## src/rtl/bcdtk_pkg.sv

```systemverilog
package bcdtk_pkg;
    localparam int BYTE_W    = 8;
    localparam int CLK_BYTES = 8;
    localparam int ADDR_W    = $clog2(CLK_BYTES);

    localparam int IDX_HUND = 0;
    localparam int IDX_SEC  = 1;
    localparam int IDX_MIN  = 2;
    localparam int IDX_HOUR = 3;
    localparam int IDX_DOW  = 4;
    localparam int IDX_DATE = 5;
    localparam int IDX_MON  = 6;
    localparam int IDX_YEAR = 7;

    typedef logic [BYTE_W-1:0] tk_byte_t;
    typedef tk_byte_t [CLK_BYTES-1:0] clk_bytes_t;

    typedef struct packed {
        clk_bytes_t bytes;
    } tk_state_t;

    typedef struct packed {
        clk_bytes_t user;
        logic       pending;
    } shd_state_t;

    // year, month, date, dow, hour, min, sec, hundredths
    localparam clk_bytes_t RESET_BYTES =
        {8'h00, 8'h01, 8'h01, 8'h01, 8'h00, 8'h00, 8'h00, 8'h00};

    // A BCD year is a multiple of four when an even tens digit pairs
    // with 0/4/8, or an odd tens digit pairs with 2/6.
    function automatic logic bcd_leap(input tk_byte_t yr);
        logic [3:0] ones;
        ones = yr[3:0];
        if (!yr[4]) return (ones == 4'd0) || (ones == 4'd4) || (ones == 4'd8);
        else        return (ones == 4'd2) || (ones == 4'd6);
    endfunction
endpackage

```

## src/rtl/bcdtk_field_inc.sv

```systemverilog
module bcdtk_field_inc #(
    parameter int W = 8
) (
    input  logic [W-1:0] cur_i,
    input  logic [W-1:0] lo_i,
    input  logic [W-1:0] hi_i,
    input  logic         inc_i,
    output logic [W-1:0] nxt_o,
    output logic         wrap_o
);
    logic [7:0] cur8;
    logic [7:0] nxt8;

    always_comb begin
        cur8 = 8'(cur_i);
        if (cur8[3:0] >= 4'd9) nxt8 = {cur8[7:4] + 4'd1, 4'd0};
        else                   nxt8 = cur8 + 8'd1;

        wrap_o = inc_i && (cur_i >= hi_i);
        if (!inc_i)      nxt_o = cur_i;
        else if (wrap_o) nxt_o = lo_i;
        else             nxt_o = nxt8[W-1:0];
    end
endmodule

```

## src/rtl/bcdtk_month_len.sv

```systemverilog
module bcdtk_month_len
    import bcdtk_pkg::*;
(
    input  logic [4:0] month_i,
    input  tk_byte_t   year_i,
    output logic [5:0] last_day_o
);
    always_comb begin
        unique case (month_i)
            5'h02:                      last_day_o = bcd_leap(year_i) ? 6'h29 : 6'h28;
            5'h04, 5'h06, 5'h09, 5'h11: last_day_o = 6'h30;
            default:                    last_day_o = 6'h31;
        endcase
    end
endmodule

```

## src/rtl/bcdtk_shadow.sv

```systemverilog
module bcdtk_shadow
    import bcdtk_pkg::*;
(
    input  logic       clk,
    input  logic       rst_n,
    input  clk_bytes_t src_i,
    input  logic       update_i,
    input  logic       freeze_i,
    output clk_bytes_t user_o,
    output logic       pending_o
);
    shd_state_t shd_d, shd_q;
    logic       xfer;

    always_comb begin
        shd_d = shd_q;
        xfer  = shd_q.pending && !freeze_i;
        if (xfer) shd_d.user = src_i;
        // an update landing in the transfer cycle stays pending for the next
        shd_d.pending = update_i || (shd_q.pending && !xfer);
    end

    always_ff @(posedge clk or negedge rst_n) begin
        if (!rst_n) begin
            shd_q.user    <= RESET_BYTES;
            shd_q.pending <= 1'b0;
        end else begin
            shd_q <= shd_d;
        end
    end

    assign user_o    = shd_q.user;
    assign pending_o = shd_q.pending;
endmodule

```

## src/rtl/bcd_timekeeper.sv

```systemverilog
module bcd_timekeeper
    import bcdtk_pkg::*;
(
    input  logic                        clk,
    input  logic                        rst_n,
    input  logic                        tick_i,
    input  logic                        wr_en_i,
    input  logic [ADDR_W-1:0]           wr_addr_i,
    input  logic [BYTE_W-1:0]           wr_data_i,
    input  logic                        rd_busy_i,
    input  logic                        bus_stop_i,
    output logic [CLK_BYTES*BYTE_W-1:0] user_bytes_o
);
    tk_state_t  int_d, int_q;
    clk_bytes_t int_bytes;
    clk_bytes_t shd_user;
    logic       shd_pending;

    logic       run, changed, freeze;
    logic [7:0] h_nxt, y_nxt;
    logic [6:0] s_nxt, m_nxt;
    logic [5:0] hr_nxt, dt_nxt, last_day;
    logic [4:0] mo_nxt;
    logic [2:0] dw_nxt;
    logic       h_wrap, s_wrap, m_wrap, hr_wrap, dw_wrap, dt_wrap, mo_wrap, y_wrap;

    assign int_bytes = int_q.bytes;
    assign run       = tick_i && !int_bytes[IDX_SEC][7] && !wr_en_i;
    assign changed   = run || wr_en_i;
    assign freeze    = rd_busy_i && !bus_stop_i;

    bcdtk_field_inc #(.W(8)) u_hund (
        .cur_i(int_bytes[IDX_HUND]), .lo_i(8'h00), .hi_i(8'h99),
        .inc_i(run), .nxt_o(h_nxt), .wrap_o(h_wrap));

    bcdtk_field_inc #(.W(7)) u_sec (
        .cur_i(int_bytes[IDX_SEC][6:0]), .lo_i(7'h00), .hi_i(7'h59),
        .inc_i(h_wrap), .nxt_o(s_nxt), .wrap_o(s_wrap));

    bcdtk_field_inc #(.W(7)) u_min (
        .cur_i(int_bytes[IDX_MIN][6:0]), .lo_i(7'h00), .hi_i(7'h59),
        .inc_i(s_wrap), .nxt_o(m_nxt), .wrap_o(m_wrap));

    bcdtk_field_inc #(.W(6)) u_hour (
        .cur_i(int_bytes[IDX_HOUR][5:0]), .lo_i(6'h00), .hi_i(6'h23),
        .inc_i(m_wrap), .nxt_o(hr_nxt), .wrap_o(hr_wrap));

    bcdtk_field_inc #(.W(3)) u_dow (
        .cur_i(int_bytes[IDX_DOW][2:0]), .lo_i(3'd1), .hi_i(3'd7),
        .inc_i(hr_wrap), .nxt_o(dw_nxt), .wrap_o(dw_wrap));

    bcdtk_month_len u_mlen (
        .month_i(int_bytes[IDX_MON][4:0]), .year_i(int_bytes[IDX_YEAR]),
        .last_day_o(last_day));

    bcdtk_field_inc #(.W(6)) u_date (
        .cur_i(int_bytes[IDX_DATE][5:0]), .lo_i(6'h01), .hi_i(last_day),
        .inc_i(hr_wrap), .nxt_o(dt_nxt), .wrap_o(dt_wrap));

    bcdtk_field_inc #(.W(5)) u_mon (
        .cur_i(int_bytes[IDX_MON][4:0]), .lo_i(5'h01), .hi_i(5'h12),
        .inc_i(dt_wrap), .nxt_o(mo_nxt), .wrap_o(mo_wrap));

    bcdtk_field_inc #(.W(8)) u_year (
        .cur_i(int_bytes[IDX_YEAR]), .lo_i(8'h00), .hi_i(8'h99),
        .inc_i(mo_wrap), .nxt_o(y_nxt), .wrap_o(y_wrap));

    always_comb begin
        int_d = int_q;
        if (wr_en_i) begin
            // a write restarts the sub-second division: hundredths to 00
            int_d.bytes[wr_addr_i] = wr_data_i;
            int_d.bytes[IDX_HUND]  = '0;
        end else if (run) begin
            int_d.bytes[IDX_HUND] = h_nxt;
            int_d.bytes[IDX_SEC]  = {int_bytes[IDX_SEC][7],    s_nxt};
            int_d.bytes[IDX_MIN]  = {int_bytes[IDX_MIN][7],    m_nxt};
            int_d.bytes[IDX_HOUR] = {int_bytes[IDX_HOUR][7:6], hr_nxt};
            int_d.bytes[IDX_DOW]  = {int_bytes[IDX_DOW][7:3],  dw_nxt};
            int_d.bytes[IDX_DATE] = {int_bytes[IDX_DATE][7:6], dt_nxt};
            int_d.bytes[IDX_MON]  = {int_bytes[IDX_MON][7:6] + {1'b0, y_wrap},
                                     int_bytes[IDX_MON][5], mo_nxt};
            int_d.bytes[IDX_YEAR] = y_nxt;
        end
    end

    always_ff @(posedge clk or negedge rst_n) begin
        if (!rst_n) int_q.bytes <= RESET_BYTES;
        else        int_q       <= int_d;
    end

    bcdtk_shadow u_shadow (
        .clk(clk), .rst_n(rst_n), .src_i(int_bytes), .update_i(changed),
        .freeze_i(freeze), .user_o(shd_user), .pending_o(shd_pending));

    assign user_bytes_o = shd_user;

    // dw_wrap is the end of a week; nothing downstream consumes it
    logic unused_ok;
    assign unused_ok = dw_wrap;
endmodule

```

## config.mk

```make
export PLATFORM = sky130hd
export DESIGN_NAME = bcd_timekeeper
export DESIGN_NICKNAME = d
export VERILOG_FILES = /design/src/rtl/bcdtk_pkg.sv /design/src/rtl/bcdtk_field_inc.sv /design/src/rtl/bcdtk_month_len.sv /design/src/rtl/bcdtk_shadow.sv /design/src/rtl/bcd_timekeeper.sv
export SDC_FILE = /design/constraint.sdc
export NUM_CORES = 1
export LEC_CHECK = 0
export BUFFER_PORTS_ARGS = -buffer_cell sky130_fd_sc_hd__buf_2
export CELL_PAD_IN_SITES_DETAIL_PLACEMENT = 0
export CELL_PAD_IN_SITES_GLOBAL_PLACEMENT = 1
export CORE_MARGIN = 3
export CORE_UTILIZATION = 49
export DETAILED_ROUTE_END_ITERATION = 7
export PLACE_DENSITY = 0.81
export SLEW_MARGIN = 10
export SYNTH_ARGS = -nofsm -noshare
export SYNTH_HDL_FRONTEND = slang
export SYNTH_SLANG_ARGS = --single-unit
```

## constraint.sdc

```tcl
create_clock -name clk -period 5.93 [get_ports clk]
set_clock_uncertainty 0.05 [all_clocks]
set_input_delay 1.186 -clock clk [delete_from_list [all_inputs] [get_ports clk]]
set_output_delay 1.186 -clock clk [all_outputs]
set_load 0.02 [all_outputs]
```

==> results.ini <==
[run_status]
status = completed

[synth]
yosys_register_bits = 129
syn_area_sq_mm = 0.00670
syn_area_per_cell_sq_um = 10.2
yosysSeqAreaShare_pct = 48.3
yosys_warnings = 0
synth_cell_type_count = 70
syn_nets = 714
synth-edff-count = 0
synth_top_flop_cell = dfrtp_1
postSynthCellCount = 657
async_reset_ff_share_pct = 100

[clocking]
cts-resized-gates = 0
insertion_delay_ns = 0.42
root_buffer = clkbuf_16
postCtsSetupBuffers = 0
clkTransAtPathRegs_ns = 0.06
htreeDepth = 4
clockBufferDepth = 2
postCtsHoldBufs = 0
cts_tree = built
cts_buffers = 17
numClockSinks = 129

[drt]
ant_nets = 0
remaining_drc_errors = 0
routedWlPerCell_microns = 18.9
drt_pass1_iterations = 4
viasPerCell = 5.78
vias = 5326
totalWireLength_microns = 17400
drtIter0Drc = 276

[die]
initial_utilization_pct = 50.4
fp.dieArea_sq_mm = 0.0151
num_io_pins = 81
std_cell_rows = 42
die_x_microns = 123
core-area_sq_mm = 0.0133
fp.dieH_microns = 123

[timing]
worst_slew_pin_slew_ns = 1.11
final_hold_viol_count = 0
final.period_utilization_pct = 62.6
fin_crit_ns = 3.71
rsz0062_at_grt = no
whs_ns = 0.419
setup_viol = 0
fin_setup_tns_ns = 0
slew_violations = 0
slew_headroom_pct = 25.7
fmax_mhz = 270
fin_ws_ns = 2.22

[finish]
layout_common_cells = 123 x dfrtp_1, 84 x nand2_1, 79 x buf_2
n_antenna_cell = 0
fillers = 1141
drive_above_1_share_pct = 24.5
fin_nets = 790
final_common_cell = dfrtp_1
multi_input_area_sq_mm = 0.00321
seq_area_sq_mm = 0.00324
area_delta_synth_final_pct = 17.3

[power_and_ir_drop]
vdd_ir_drop_max_mv = 0.279
p_comb_share_pct = 27.4
power_density_mw_per_mm2 = 419
p_clk_share_pct = 32.7
totalPowerFinal_mw = 3.29
switching_power_mw = 1.14
p_leak_nw = 3.61
swShare_pct = 34.8
p_int_mw = 2.15
seqPwrFrac_pct = 39.9

[critical_path]
cp.required_ns = 6.15
ff2ff_path_depth = 13
reg2reg_from = int_bytes[48]
criticalPathCategory = flip-flop to flip-flop
cp_max_fo = 6
path_cells = inv_1 -> ha_1 -> nor4b_1 -> a31oi_1 -> ha_1 -> nor4b_1 -> o21ai_0 -> nand4_1 -> nor3_1 -> ha_1 -> nand2_1 -> xor2_1 -> o21ai_0
cp_top_family = simple AND/OR/NAND/NOR gates
cp_data_arrival_time_ns = 3.93
rrSetupSlack_ns = 2.22
crit_buf_inv = 1
slowest_delay_ns = 0.62
crit_path_end_kind = flip-flop
startpoint_type = flip-flop
slowest_stage = o21ai_0
reg2reg_to = int_bytes[55]
crit_top_cell = ha_1

[place]
hpwlAfterDp_microns = 12100
pre_cts_ws_ns = 2.03
gp_congestion = 0.859
port_buffers = 80

[grt]
grt_start_max_net_pins = 72
grt_use_total_pct = 24.3
grt_pass1_wl_microns = 28000
grt_pass1_vias = 5389
grt_overflow = 0
antenna_found_initial = 0

[worst_hold_path]
min-delay-start = u_shadow.user_o[62]
hold-path-endpoint = u_shadow.user_o[62]
worstHoldPathCells = 2
hold_class = flip-flop to flip-flop

[job]
maxCapViolations = 0

-- through the flow --
stage / utilization (%) / std cells / cell area (sq um)
floorplan: - / 657 / 6700
global placement: 54.5 / 890 / 7250
detailed placement: 54.5 / 890 / 7250
CTS: 59.1 / 922 / 7860
global route: 59.1 / 922 / 7860
finish: 59.1 / 922 / 7860
-- metal layers --
| metal | vias up | global-route usage (%) | part of all wire (%) |
|---|---|---|---|
| li1 | 2526 | - | - |
| met1 | 2630 | 32.2 | 44 |
| met2 | 141 | 39.1 | 48 |
| met3 | 29 | 5.90 | 5.3 |
| met4 | 0 | 8.26 | 1.8 |
| met5 | - | 0 | 0 |
-- cell usage after synthesis (3+ instances only) --
library cell / count / area (sq um)
dfrtp_1: 123 / 3080
o21ai_0: 62 / 310
nand3_1: 14 / 70.1
ha_1: 40 / 500
dfstp_2: 6 / 158
buf_2: 3 / 15.0
nor4_2: 3 / 37.5
nand4_1: 7 / 43.8
a221o_1: 8 / 80.1
and2_1: 4 / 25.0
inv_1: 42 / 158
and3_1: 3 / 18.8
mux2_2: 45 / 507
or2_2: 3 / 18.8
clkbuf_1: 21 / 78.8
a21oi_1: 18 / 90.1
nor2_1: 33 / 124
a31oi_1: 8 / 50.1
nand3b_1: 4 / 30.0
o211ai_1: 5 / 37.5
o41ai_1: 6 / 52.6
nor3_1: 20 / 100
a22o_1: 6 / 52.6
a21o_1: 3 / 22.5
a22oi_1: 6 / 45.0
o22ai_1: 5 / 31.3
nand4b_1: 4 / 35.0
nand2_1: 84 / 315
nor4_1: 3 / 18.8
nand2b_1: 6 / 37.5
o31ai_1: 8 / 60.1
-- state kept, by name, indices dropped and copies added (netlist names) --
signal / flops
int_bytes: 64
u_shadow.user_o: 64
u_shadow.pending_o: 1
-- cells by family (layout without fill, tap and decap cells) --
logic type,after synthesis,after routing,synth area share [%]
XOR/XNOR,3,3,0.392
AND/OR/NAND/NOR,208,208,15.6
flip-flops,129,129,48.3
AO/OA/AOI/OAI,163,163,16.5
buffers and inverters,68,157,3.98
adder cells (fa/ha/maj),40,40,7.47
multiplexers,46,46,7.73
-- power groups by stage --
stage	combinational, mW	clock (mW)	sequential [mW]
after floorplan	0.467	0	1.43
after global placement	0.883	0	1.31
after detailed placement	0.902	0	1.33
after CTS	0.910	1.09	1.31
after global routing	1.00	1.13	1.35
final	0.902	1.08	1.31
-- how the worst max path moves through the flow --
stage / startpoint / end / depth (start not counted)
6_report: int_bytes[48] / int_bytes[55] / 13
4_1_cts: int_bytes[48] / int_bytes[55] / 13
5_1_grt: int_bytes[48] / int_bytes[55] / 13
2_1_floorplan: wr_en_i / int_bytes[60] / 7
3_5_place_dp: wr_en_i / int_bytes[57] / 7
3_3_place_gp: wr_en_i / int_bytes[57] / 7
-- final cells by class --
| class | count | area share, % |
|---|---|---|
| Sequential cell | 129 | 41.2 |
| Multi-Input combinational cell | 460 | 40.8 |
| Clock buffer | 19 | 5.76 |
| Timing Repair Buffer | 83 | 5.41 |
| Tap cell | 176 | 2.80 |
| Clock inverter | 13 | 2.04 |
| Inverter | 42 | 2.01 |
-- worst register-to-register path, cell delays in order (launching register included) --
cell	delay, ns
dfstp_2	0.40
inv_1	0.11
ha_1	0.19
nor4b_1	0.46
a31oi_1	0.16
ha_1	0.31
nor4b_1	0.04
o21ai_0	0.62
nand4_1	0.25
nor3_1	0.46
ha_1	0.25
nand2_1	0.06
xor2_1	0.13
o21ai_0	0.08
Note: power is estimated with default switching activity, not from simulation.
